`src/rtl/sfs_pkg.sv`:
```
package sfs_pkg;

  // Synchronization event codes presented on cmd_type.
  typedef enum logic [1:0] {
    CMD_ACQ = 2'b00,
    CMD_REL = 2'b01,
    CMD_BAR = 2'b10,
    CMD_NOP = 2'b11
  } sync_cmd_e;

  // Walker states.
  typedef enum logic [1:0] {
    ST_IDLE,
    ST_SCAN,
    ST_ISSUE,
    ST_WAIT
  } walk_st_e;

  // Events after which no line may stay valid.
  function automatic logic cmd_invalidates(sync_cmd_e c);
    return (c == CMD_ACQ) || (c == CMD_BAR);
  endfunction

endpackage

```
`src/rtl/sfs_line_store.sv`:
```
module sfs_line_store #(
  parameter int LINES  = 16,
  parameter int WORDS  = 4,
  parameter int DATA_W = 32,
  parameter int TAG_W  = 8,
  parameter int IDX_W  = $clog2(LINES)   // derived, keep at default
) (
  input  logic                    clk,
  input  logic                    rst,
  // install port
  input  logic                    fill_we,
  input  logic [IDX_W-1:0]        fill_idx,
  input  logic [TAG_W-1:0]        fill_tag,
  input  logic [WORDS*DATA_W-1:0] fill_data,
  input  logic [WORDS-1:0]        fill_dirty,
  // walker read port
  input  logic [IDX_W-1:0]        rd_idx,
  output logic [WORDS*DATA_W-1:0] rd_data_q,
  output logic [TAG_W-1:0]        rd_tag_q,
  output logic                    cur_valid,
  output logic [WORDS-1:0]        cur_dirty,
  // walker clear port
  input  logic                    clr_en,
  input  logic                    clr_valid,
  // probe port
  input  logic [IDX_W-1:0]        probe_idx,
  output logic                    probe_valid,
  output logic [WORDS-1:0]        probe_dirty
);

  localparam int LINE_W = WORDS * DATA_W;

  // Data and tag arrays: synchronous write, registered read.
  logic [LINE_W-1:0] data_mem [LINES];
  logic [TAG_W-1:0]  tag_mem  [LINES];

  always_ff @(posedge clk) begin
    if (fill_we) begin
      data_mem[fill_idx] <= fill_data;
      tag_mem[fill_idx]  <= fill_tag;
    end
    rd_data_q <= data_mem[rd_idx];
    rd_tag_q  <= tag_mem[rd_idx];
  end

  // Per-line state kept in flops so the walker can bulk clear it.
  logic [LINES-1:0] valid_q;
  logic [WORDS-1:0] dirty_q [LINES];

  for (genvar g = 0; g < LINES; g++) begin : g_line
    logic hit_fill;
    logic hit_clr;
    assign hit_fill = fill_we && (fill_idx == IDX_W'(g));
    assign hit_clr  = clr_en  && (rd_idx   == IDX_W'(g));

    always_ff @(posedge clk) begin
      if (rst) begin
        valid_q[g] <= 1'b0;
        dirty_q[g] <= '0;
      end else if (hit_fill) begin
        valid_q[g] <= 1'b1;
        dirty_q[g] <= fill_dirty;
      end else if (hit_clr) begin
        dirty_q[g] <= '0;
        if (clr_valid) begin
          valid_q[g] <= 1'b0;
        end
      end
    end
  end

  assign cur_valid = valid_q[rd_idx];
  assign cur_dirty = dirty_q[rd_idx];

  always_ff @(posedge clk) begin
    if (rst) begin
      probe_valid <= 1'b0;
      probe_dirty <= '0;
    end else begin
      probe_valid <= valid_q[probe_idx];
      probe_dirty <= dirty_q[probe_idx];
    end
  end

endmodule

```
`src/rtl/sfs_walker.sv`:
```
module sfs_walker
  import sfs_pkg::*;
#(
  parameter int LINES = 16,
  parameter int WORDS = 4,
  parameter int IDX_W = $clog2(LINES)    // derived, keep at default
) (
  input  logic             clk,
  input  logic             rst,
  input  logic             cmd_start,
  input  logic [1:0]       cmd_type,
  input  logic             cur_valid,
  input  logic [WORDS-1:0] cur_dirty,
  input  logic             wr_accepted,
  output logic [IDX_W-1:0] idx,
  output logic             issue,
  output logic             clr_en,
  output logic             clr_valid,
  output logic             busy,
  output logic             done,
  output logic             map_inv
);

  localparam logic [IDX_W-1:0] LAST_IDX = IDX_W'(LINES - 1);

  walk_st_e  st;
  sync_cmd_e cmd_in;
  logic      inv_q;
  logic      need_wb;
  logic      step;

  assign cmd_in  = sync_cmd_e'(cmd_type);
  assign need_wb = cur_valid && (|cur_dirty);

  // Leave the current line: clean line in SCAN, or accepted write in WAIT.
  assign step = ((st == ST_SCAN) && !need_wb) ||
                ((st == ST_WAIT) && wr_accepted);

  assign issue     = (st == ST_ISSUE);
  assign clr_en    = step;
  assign clr_valid = inv_q;

  always_ff @(posedge clk) begin
    if (rst) begin
      st      <= ST_IDLE;
      idx     <= '0;
      inv_q   <= 1'b0;
      busy    <= 1'b0;
      done    <= 1'b0;
      map_inv <= 1'b0;
    end else begin
      done    <= 1'b0;
      map_inv <= 1'b0;
      unique case (st)
        ST_IDLE: begin
          if (cmd_start && (cmd_in != CMD_NOP)) begin
            st    <= ST_SCAN;
            idx   <= '0;
            inv_q <= cmd_invalidates(cmd_in);
            busy  <= 1'b1;
          end
        end
        ST_SCAN: begin
          if (need_wb) begin
            st <= ST_ISSUE;
          end
        end
        ST_ISSUE: begin
          st <= ST_WAIT;
        end
        ST_WAIT: begin
          // stay until the memory accepts the write
        end
        default: st <= ST_IDLE;
      endcase

      if (step) begin
        if (idx == LAST_IDX) begin
          st      <= ST_IDLE;
          busy    <= 1'b0;
          done    <= 1'b1;
          map_inv <= inv_q;
        end else begin
          idx <= idx + 1'b1;
          st  <= ST_SCAN;
        end
      end
    end
  end

endmodule

```
`src/rtl/sfs_wb_port.sv`:
```
module sfs_wb_port #(
  parameter int WORDS  = 4,
  parameter int DATA_W = 32,
  parameter int ADDR_W = 12
) (
  input  logic                    clk,
  input  logic                    rst,
  input  logic                    load,
  input  logic [ADDR_W-1:0]       load_addr,
  input  logic [WORDS*DATA_W-1:0] load_data,
  input  logic [WORDS-1:0]        load_mask,
  input  logic                    mem_ready,
  output logic                    mem_valid,
  output logic [ADDR_W-1:0]       mem_addr,
  output logic [WORDS*DATA_W-1:0] mem_data,
  output logic [WORDS-1:0]        mem_wmask,
  output logic                    accepted
);

  assign accepted = mem_valid && mem_ready;

  always_ff @(posedge clk) begin
    if (rst) begin
      mem_valid <= 1'b0;
      mem_addr  <= '0;
      mem_data  <= '0;
      mem_wmask <= '0;
    end else if (load) begin
      mem_valid <= 1'b1;
      mem_addr  <= load_addr;
      mem_data  <= load_data;
      mem_wmask <= load_mask;
    end else if (accepted) begin
      mem_valid <= 1'b0;
    end
  end

endmodule

```
`src/rtl/sync_flush_seq.sv`:
```
module sync_flush_seq #(
  parameter int LINES  = 16,
  parameter int WORDS  = 4,
  parameter int DATA_W = 32,
  parameter int TAG_W  = 8,
  parameter int IDX_W  = $clog2(LINES),          // derived, keep at default
  parameter int ADDR_W = TAG_W + $clog2(LINES)   // derived, keep at default
) (
  input  logic                    clk,
  input  logic                    rst,
  input  logic                    cmd_start,
  input  logic [1:0]              cmd_type,
  output logic                    busy,
  output logic                    done,
  output logic                    map_inv,
  input  logic                    fill_en,
  input  logic [IDX_W-1:0]        fill_idx,
  input  logic [TAG_W-1:0]        fill_tag,
  input  logic [WORDS*DATA_W-1:0] fill_data,
  input  logic [WORDS-1:0]        fill_dirty,
  input  logic [IDX_W-1:0]        probe_idx,
  output logic                    probe_valid,
  output logic [WORDS-1:0]        probe_dirty,
  output logic                    mem_valid,
  input  logic                    mem_ready,
  output logic [ADDR_W-1:0]       mem_addr,
  output logic [WORDS*DATA_W-1:0] mem_data,
  output logic [WORDS-1:0]        mem_wmask
);

  localparam int LINE_W = WORDS * DATA_W;

  logic [IDX_W-1:0]  walk_idx;
  logic [LINE_W-1:0] rd_data_q;
  logic [TAG_W-1:0]  rd_tag_q;
  logic              cur_valid;
  logic [WORDS-1:0]  cur_dirty;
  logic              clr_en;
  logic              clr_valid;
  logic              issue;
  logic              accepted;
  logic              fill_we;

  // Installs are refused during a walk.
  assign fill_we = fill_en && !busy;

  sfs_line_store #(
    .LINES (LINES),
    .WORDS (WORDS),
    .DATA_W(DATA_W),
    .TAG_W (TAG_W),
    .IDX_W (IDX_W)
  ) u_store (
    .clk        (clk),
    .rst        (rst),
    .fill_we    (fill_we),
    .fill_idx   (fill_idx),
    .fill_tag   (fill_tag),
    .fill_data  (fill_data),
    .fill_dirty (fill_dirty),
    .rd_idx     (walk_idx),
    .rd_data_q  (rd_data_q),
    .rd_tag_q   (rd_tag_q),
    .cur_valid  (cur_valid),
    .cur_dirty  (cur_dirty),
    .clr_en     (clr_en),
    .clr_valid  (clr_valid),
    .probe_idx  (probe_idx),
    .probe_valid(probe_valid),
    .probe_dirty(probe_dirty)
  );

  sfs_walker #(
    .LINES(LINES),
    .WORDS(WORDS),
    .IDX_W(IDX_W)
  ) u_walker (
    .clk        (clk),
    .rst        (rst),
    .cmd_start  (cmd_start),
    .cmd_type   (cmd_type),
    .cur_valid  (cur_valid),
    .cur_dirty  (cur_dirty),
    .wr_accepted(accepted),
    .idx        (walk_idx),
    .issue      (issue),
    .clr_en     (clr_en),
    .clr_valid  (clr_valid),
    .busy       (busy),
    .done       (done),
    .map_inv    (map_inv)
  );

  sfs_wb_port #(
    .WORDS (WORDS),
    .DATA_W(DATA_W),
    .ADDR_W(ADDR_W)
  ) u_wb (
    .clk      (clk),
    .rst      (rst),
    .load     (issue),
    .load_addr({rd_tag_q, walk_idx}),
    .load_data(rd_data_q),
    .load_mask(cur_dirty),
    .mem_ready(mem_ready),
    .mem_valid(mem_valid),
    .mem_addr (mem_addr),
    .mem_data (mem_data),
    .mem_wmask(mem_wmask),
    .accepted (accepted)
  );

endmodule

```
`config.mk`:
```
export PLATFORM = sky130hd
export DESIGN_NAME = sync_flush_seq
export DESIGN_NICKNAME = d
export VERILOG_FILES = /design/src/rtl/sfs_pkg.sv /design/src/rtl/sfs_line_store.sv /design/src/rtl/sfs_walker.sv /design/src/rtl/sfs_wb_port.sv /design/src/rtl/sync_flush_seq.sv
export SDC_FILE = /design/constraint.sdc
export NUM_CORES = 2
export LEC_CHECK = 0
export BUFFER_PORTS_ARGS = -buffer_cell sky130_fd_sc_hd__buf_2
export CORE_MARGIN = 3
export CORE_UTILIZATION = 53
export CTS_BUF_LIST = sky130_fd_sc_hd__clkbuf_4 sky130_fd_sc_hd__clkbuf_8
export DETAILED_ROUTE_END_ITERATION = 16
export GPL_ROUTABILITY_DRIVEN = 0
export PLACE_DENSITY_LB_ADDON = 0.15
export SKIP_CTS_REPAIR_TIMING = 1
export SLEW_MARGIN = 20
export SYNTH_ARGS = -nofsm -noshare
export SYNTH_HDL_FRONTEND = slang
export SYNTH_SLANG_ARGS = --single-unit
export TNS_END_PERCENT = 10
```
`constraint.sdc`:
```
create_clock -name clk -period 13.57 [get_ports clk]
set_clock_uncertainty 0.2 [all_clocks]
set_input_delay 1.357 -clock clk [delete_from_list [all_inputs] [get_ports clk]]
set_output_delay 1.357 -clock clk [all_outputs]
set_load 0.01 [all_outputs]
```
==> After elaboration in Yosys (flattened, before gate mapping) <==
Memories as Yosys holds them, arrays and structs flattened. A register that Yosys moved wholly into a read port is not among the register bits.
Cells that the tools add are included.
Widths: inputs -> output; s select.
{ "word_totals": {"in_bits": 155, "ff_bits": 172, "ram_bits": 2240, "wordCells": 407, "output_inout_bits": 153, "n_memories": 3} }
{ "memory_table": {"columns": ["name", "depth", "word_bits", "rd", "rd_clocked_by_memory_dff", "write_ports", "line", "text"], "rows": [
  ["u_store.data_mem", 16, 128, 1, 1, 1, "sfs_line_store.sv:34", "logic [LINE_W-1:0] data_mem [LINES];"],
  ["u_store.tag_mem", 16, 8, 1, 1, 1, "sfs_line_store.sv:35", "logic [TAG_W-1:0] tag_mem [LINES];"],
  ["u_store.dirty_q", 16, 4, 2, 2, 16, "sfs_line_store.sv:48", "logic [WORDS-1:0] dirty_q [LINES];"]
]} }
{ "classes": {"magnitude_cmp": 2, "bitwise": 34, "n_addsub": 1, "mux": 202, "eq_ne": 37, "n_reduce_logical": 101} }
{ "op_table": {"columns": ["op", "n"], "rows": [
  ["$mux 1", 159],
  ["$mux 4", 37],
  ["$reduce_bool 2->1", 33],
  ["$eq 4x4->1 const B", 16],
  ["$logic_and 1x1->1", 38],
  ["$reduce_and 2->1", 17],
  ["$eq 4x3->1 const B", 8],
  ["$or 1x1->1", 32],
  ["$eq 4x2->1 const B", 4],
  ["$lt 4x5->1 const B", 2],
  ["$bmux 1 s4", 2],
  ["$eq 4x1->1 const B", 2],
  ["$logic_not 4->1", 2],
  ["$eq 2x2->1 const B", 3],
  ["$mux 2", 3],
  ["$ne 3x2->1 const B", 2],
  ["$pmux 2 s3", 1],
  ["$add 4x1->4 const B", 1],
  ["$logic_not 2->1", 2],
  ["$reduce_bool 4->1", 1],
  ["$reduce_or 4->1", 1],
  ["$reduce_and 3->1", 1],
  ["$reduce_or 3->1", 1],
  ["$eq 2x1->1 const B", 1],
  ["5 further kinds", 8]
]} }

==> Logic depth before layout (Yosys ltp) <==
{ "depth": {"word_depth": 12, "depth_mapped": 11, "ltp_nobuf": 7} }

==> Modules after synthesis <==
From an unflattened synthesis, not the netlist that was laid out.
{ "hier_totals": {"cells_unflattened": 4376, "area_unflattened_um2": 94320.5} }
{ "modules_own_cells": {"columns": ["mod", "instances", "seq_area_each_um2", "cells_each", "area_each_um2"], "rows": [
  ["sfs_line_store", 1, 70407.5, 3843, 88626.2],
  ["sfs_wb_port", 1, 2902.8, 469, 5116.2],
  ["sfs_walker", 1, 200.2, 63, 564.3],
  ["sync_flush_seq", 1, 0.0, 1, 13.8]
]} }

==> Worst setup path after synthesis <==
No wires, ideal clock.
{ "synth_timing": {"path_kind": "input to register", "start": "input fill_idx[2]", "end": "memory u_store.dirty_q[0][0] (data pin)", "arrival_time_ps": 12028, "setup_time_ps": 198, "slack_ps": 1144, "path_buffers": 0, "t_required_ps": 13172, "cell_stages": 3, "path_cell_list": "or3_1 nor3_1 and3_1"} }
{ "synth_lines": {"columns": ["item", "line", "text"], "rows": [
  ["start, declared", "sync_flush_seq.sv:17", "input logic [IDX_W-1:0] fill_idx,"],
  ["end, declared", "sfs_line_store.sv:48", null]
]} }

==> summary.md <==
| Metric | Value |
|---|---|
| Setup tns final | `0 ns` |
| Hold Path Class | `reg2reg` |
| Gr usage total | `0.2360` |
| First-pass GRT wire length | `around 310000 um` |
| Peak supply drop | `between 0.00009 and 0.0001 V` |
| EDFF count, synth | `2240` |
| Grt ovf | `0` |
| Clock latency on the worst-skew pair | `around 1.1 ns` |
| Initial antenna violation count | `52` |
| CTS max path bufs | `4` |
| Antenna-violating nets left | `0` |
| CTS Buf Count | `415` |
| Achievable Freq | `183.2 MHz` |
| Power per cell area | `roughly 160 mW/mm^2` |
| Hold Path Stages | `2` |
| Post-Syn Nets | `roughly 4200` |
| Largest net degree at the start of global routing | `141` |
| Rel. slew slack | `0.2344` |
| RSZ-0062 raised after global routing | `no` |
| Clock root buffer | `clkbuf_8` |
| Most frequent cells in the layout | `2240 x edfxtp_1, 718 x mux4_2, 481 x clkbuf_8` |
| Sw frac | `0.2197` |
| Synthesis-to-layout area growth | `13.71%` |
| Crit start category | `register` |
| TritonCTS clock tree | `yes` |
| Sequential-to-total area share from yosys stat | `0.7792` |
| Number of nets in the layout | `about 4800` |
| Setup Crit Path Kind | `reg2reg` |
| # IOs | `roughly 310` |
| Residual DRC | `0` |
| Clock sinks | `2552` |
| Clock share of power | `0.395` |
| Drt pass-1 iters | `5` |
| Top post-synthesis cells by area | `edfxtp_1 71%, mux4_2 17%, dfxtp_1 6.6%, mux2i_1 1.5%, nor2_1 0.67%` |
| Static leakage | `around 35 nW` |
| Met3 Use GR | `0.05056` |
| Core area | `0.1765 sq mm` |
| Syn Inst Count | `4038` |
| Worst setup EP type | `register` |
| Max Cap Viol | `0` |
| Most common cell after layout, fill and taps aside | `edfxtp_1` |
| Max H-tree Level | `5` |
| Most used DFF post-synth | `edfxtp_1` |
| M1 GR Usage | `0.3405` |
| Setup slack at placement | `roughly 7.9 ns` |
| Worst EP arrival | `between 6 and 7 ns` |
| Psw | `around 0.0038 W` |
| DRT iter0 DRCs | `between 4000 and 5000` |
| Crit Path Max Fanout | `just over 100` |
| Sequential cell area | `about 0.074 sq mm` |
| # rows | `approximately 150` |
| Final WL | `215600 um` |
| Status | `complete, no violations` |
| Max Slew Vio Count | `0` |
| Vias per std cell | `~6.0` |
| Sequential Power Share | `0.517` |
| Clk slew on worst S/H paths | `about 0.060 ns` |
| Detail-routed net length per standard cell | `~30 um` |
| Die height | `around 430 um` |
| Layout cells sized above 1 | `0.3695` |
| Final setup fails | `0` |
| Die Span X | `427.9 um` |
| Mapped cell area | `between 0.09 and 0.1 sq mm` |
| Worst slew pin tran | `1.148 ns` |
| HPWL after DPL | `about 100000 um` |
| Vias in the first global route | `between 40000 and 50000` |
| Final worst slack | `slightly above 8 ns` |
| Vias | `approximately 44000` |
| Cell-internal power | `0.01340 W` |
| Synth top area share | `0.7130` |
| Post-Syn Area per Cell | `23.36 sq um` |
| Fill cells | `between 10000 and 15000` |
| Final period utilization | `0.4023` |
| Final Hold Viols | `0` |
| Met2 usage | `0.3715` |
| Synth Register Bits | `approximately 2600` |
| CP required | `14.26 ns` |
| Synth area leader | `edfxtp_1` |
| Combinational share of power | `0.088` |
| Initial core utilization | `0.5345` |
| YS warnings | `0` |
| Area of the multi-input gates | `0.01988 sq mm` |
| GR peak layer | `met2` |
| Fin crit period | `about 5.5 ns` |
| R2r worst-path depth | `6` |
| Die area | `between 0.15 and 0.2 sq mm` |
| Port Buffers | `slightly above 300` |
| Count of different cell masters after synthesis | `41` |
| Post-synth ARST share | `0` |
state kept, by name, indices dropped and copies added (netlist names):
| register | count |
|---|---|
| u_walker.st | 2 |
| u_store.rd_tag_q | 8 |
| u_store.data_mem | 2048 |
| u_walker.map_inv | 1 |
| u_walker.clr_valid | 1 |
| u_wb.mem_data | 128 |
| u_walker.done | 1 |
| u_wb.mem_wmask | 4 |
| u_walker.idx | 4 |
| u_store.tag_mem | 128 |
| u_store.dirty_q | 64 |
| u_wb.mem_addr | 12 |
| u_store.valid_q | 16 |
| u_store.probe_valid | 1 |
| u_wb.mem_valid | 1 |
| u_walker.busy | 1 |
| u_store.rd_data_q | 128 |
| u_store.probe_dirty | 4 |
per-stage QoR:
stage            util  cells  power, W  hold WS [ns]  cell area (sq um)
5_1_grt        0.6077   7284   0.01783        0.2750             107300
3_5_place_dp   0.5587   6522   0.01059        0.2550              98610
4_1_cts        0.6076   7276   0.01737        0.2186             107200
6_report       0.6078   7289   0.01717        0.2552             107300
2_1_floorplan       -   4038   0.01013        0.2406              94340
3_3_place_gp   0.5587   6522   0.01056        0.2449              98610
power by group through the flow:
stage | registers, W | clock network, W | logic (W)
final | 0.00887 | 0.00678 | 0.00151
after detailed placement | 0.00904 | 0 | 0.00154
after global placement | 0.00904 | 0 | 0.00152
after CTS | 0.00888 | 0.00695 | 0.00155
after global routing | 0.00889 | 0.00731 | 0.00163
after floorplan | 0.00899 | 0 | 0.00114
area by class of cell:
cell class	count	area share
clock buffers	645	0.07313
multi-input cells	1247	0.1853
well taps	2340	0.02729
inverters	15	0.001155
diodes	13	0.0003033
repair buffers	368	0.02007
clock inverters	109	0.007290
flip-flops and latches	2552	0.6854
worst max-delay path, stage by stage, from the launching register on:
cell     delay (ns)
dfxtp_4        0.80
buf_4          0.71
buf_12         0.64
buf_4          0.80
buf_12         0.65
mux4_2         0.59
mux4_2         0.48
cell usage after synthesis, types with 3 or more instances:
cell type  count
a211o_1       15
a21oi_1       13
a22oi_1        6
a311oi_1       4
a31oi_1        6
and2_1        10
and3_1        72
buf_1         22
buf_2         56
clkbuf_1     141
dfxtp_1      312
edfxtp_1    2240
ha_1           8
inv_1         15
mux2i_1      144
mux4_1         8
mux4_2       718
nand2_1       18
nand2b_1       4
nand3_1        5
nor2_1       169
nor2b_1        5
nor3_1         5
o211ai_1       3
o21ai_0       14
or3_1          5
metal layers:
metal / vias up / share of wire
met4: 16 / 0.018
li1: 18231 / -
met3: 328 / 0.066
met5: - / 0.00048
met1: 23637 / 0.42
met2: 1582 / 0.49
cells by family (layout without fill, tap and decap cells):
logic type               Yosys count  count (layout)  share of synthesized area
AND/OR/NAND/NOR                  299             299                    0.01489
AO/OA/AOI/OAI                     69              69                   0.005106
adder cells (fa/ha/maj)            8               8                   0.001061
buffers and inverters            239            1137                    0.01066
multiplexers                     871             871                     0.1890
other                              0              13                          0
flip-flops                      2552            2552                     0.7792
final timing paths:
kind,start,to,slack (ns)
max,u_walker.idx[0],u_store.rd_data_q[11],8.11
min,u_store.rd_data_q[73],u_wb.mem_data[73],0.26
max reg2reg,u_walker.idx[0],u_store.rd_data_q[11],8.11
min reg2reg,u_store.rd_data_q[73],u_wb.mem_data[73],0.26
No activity file was read; power rests on OpenSTA's default activity.
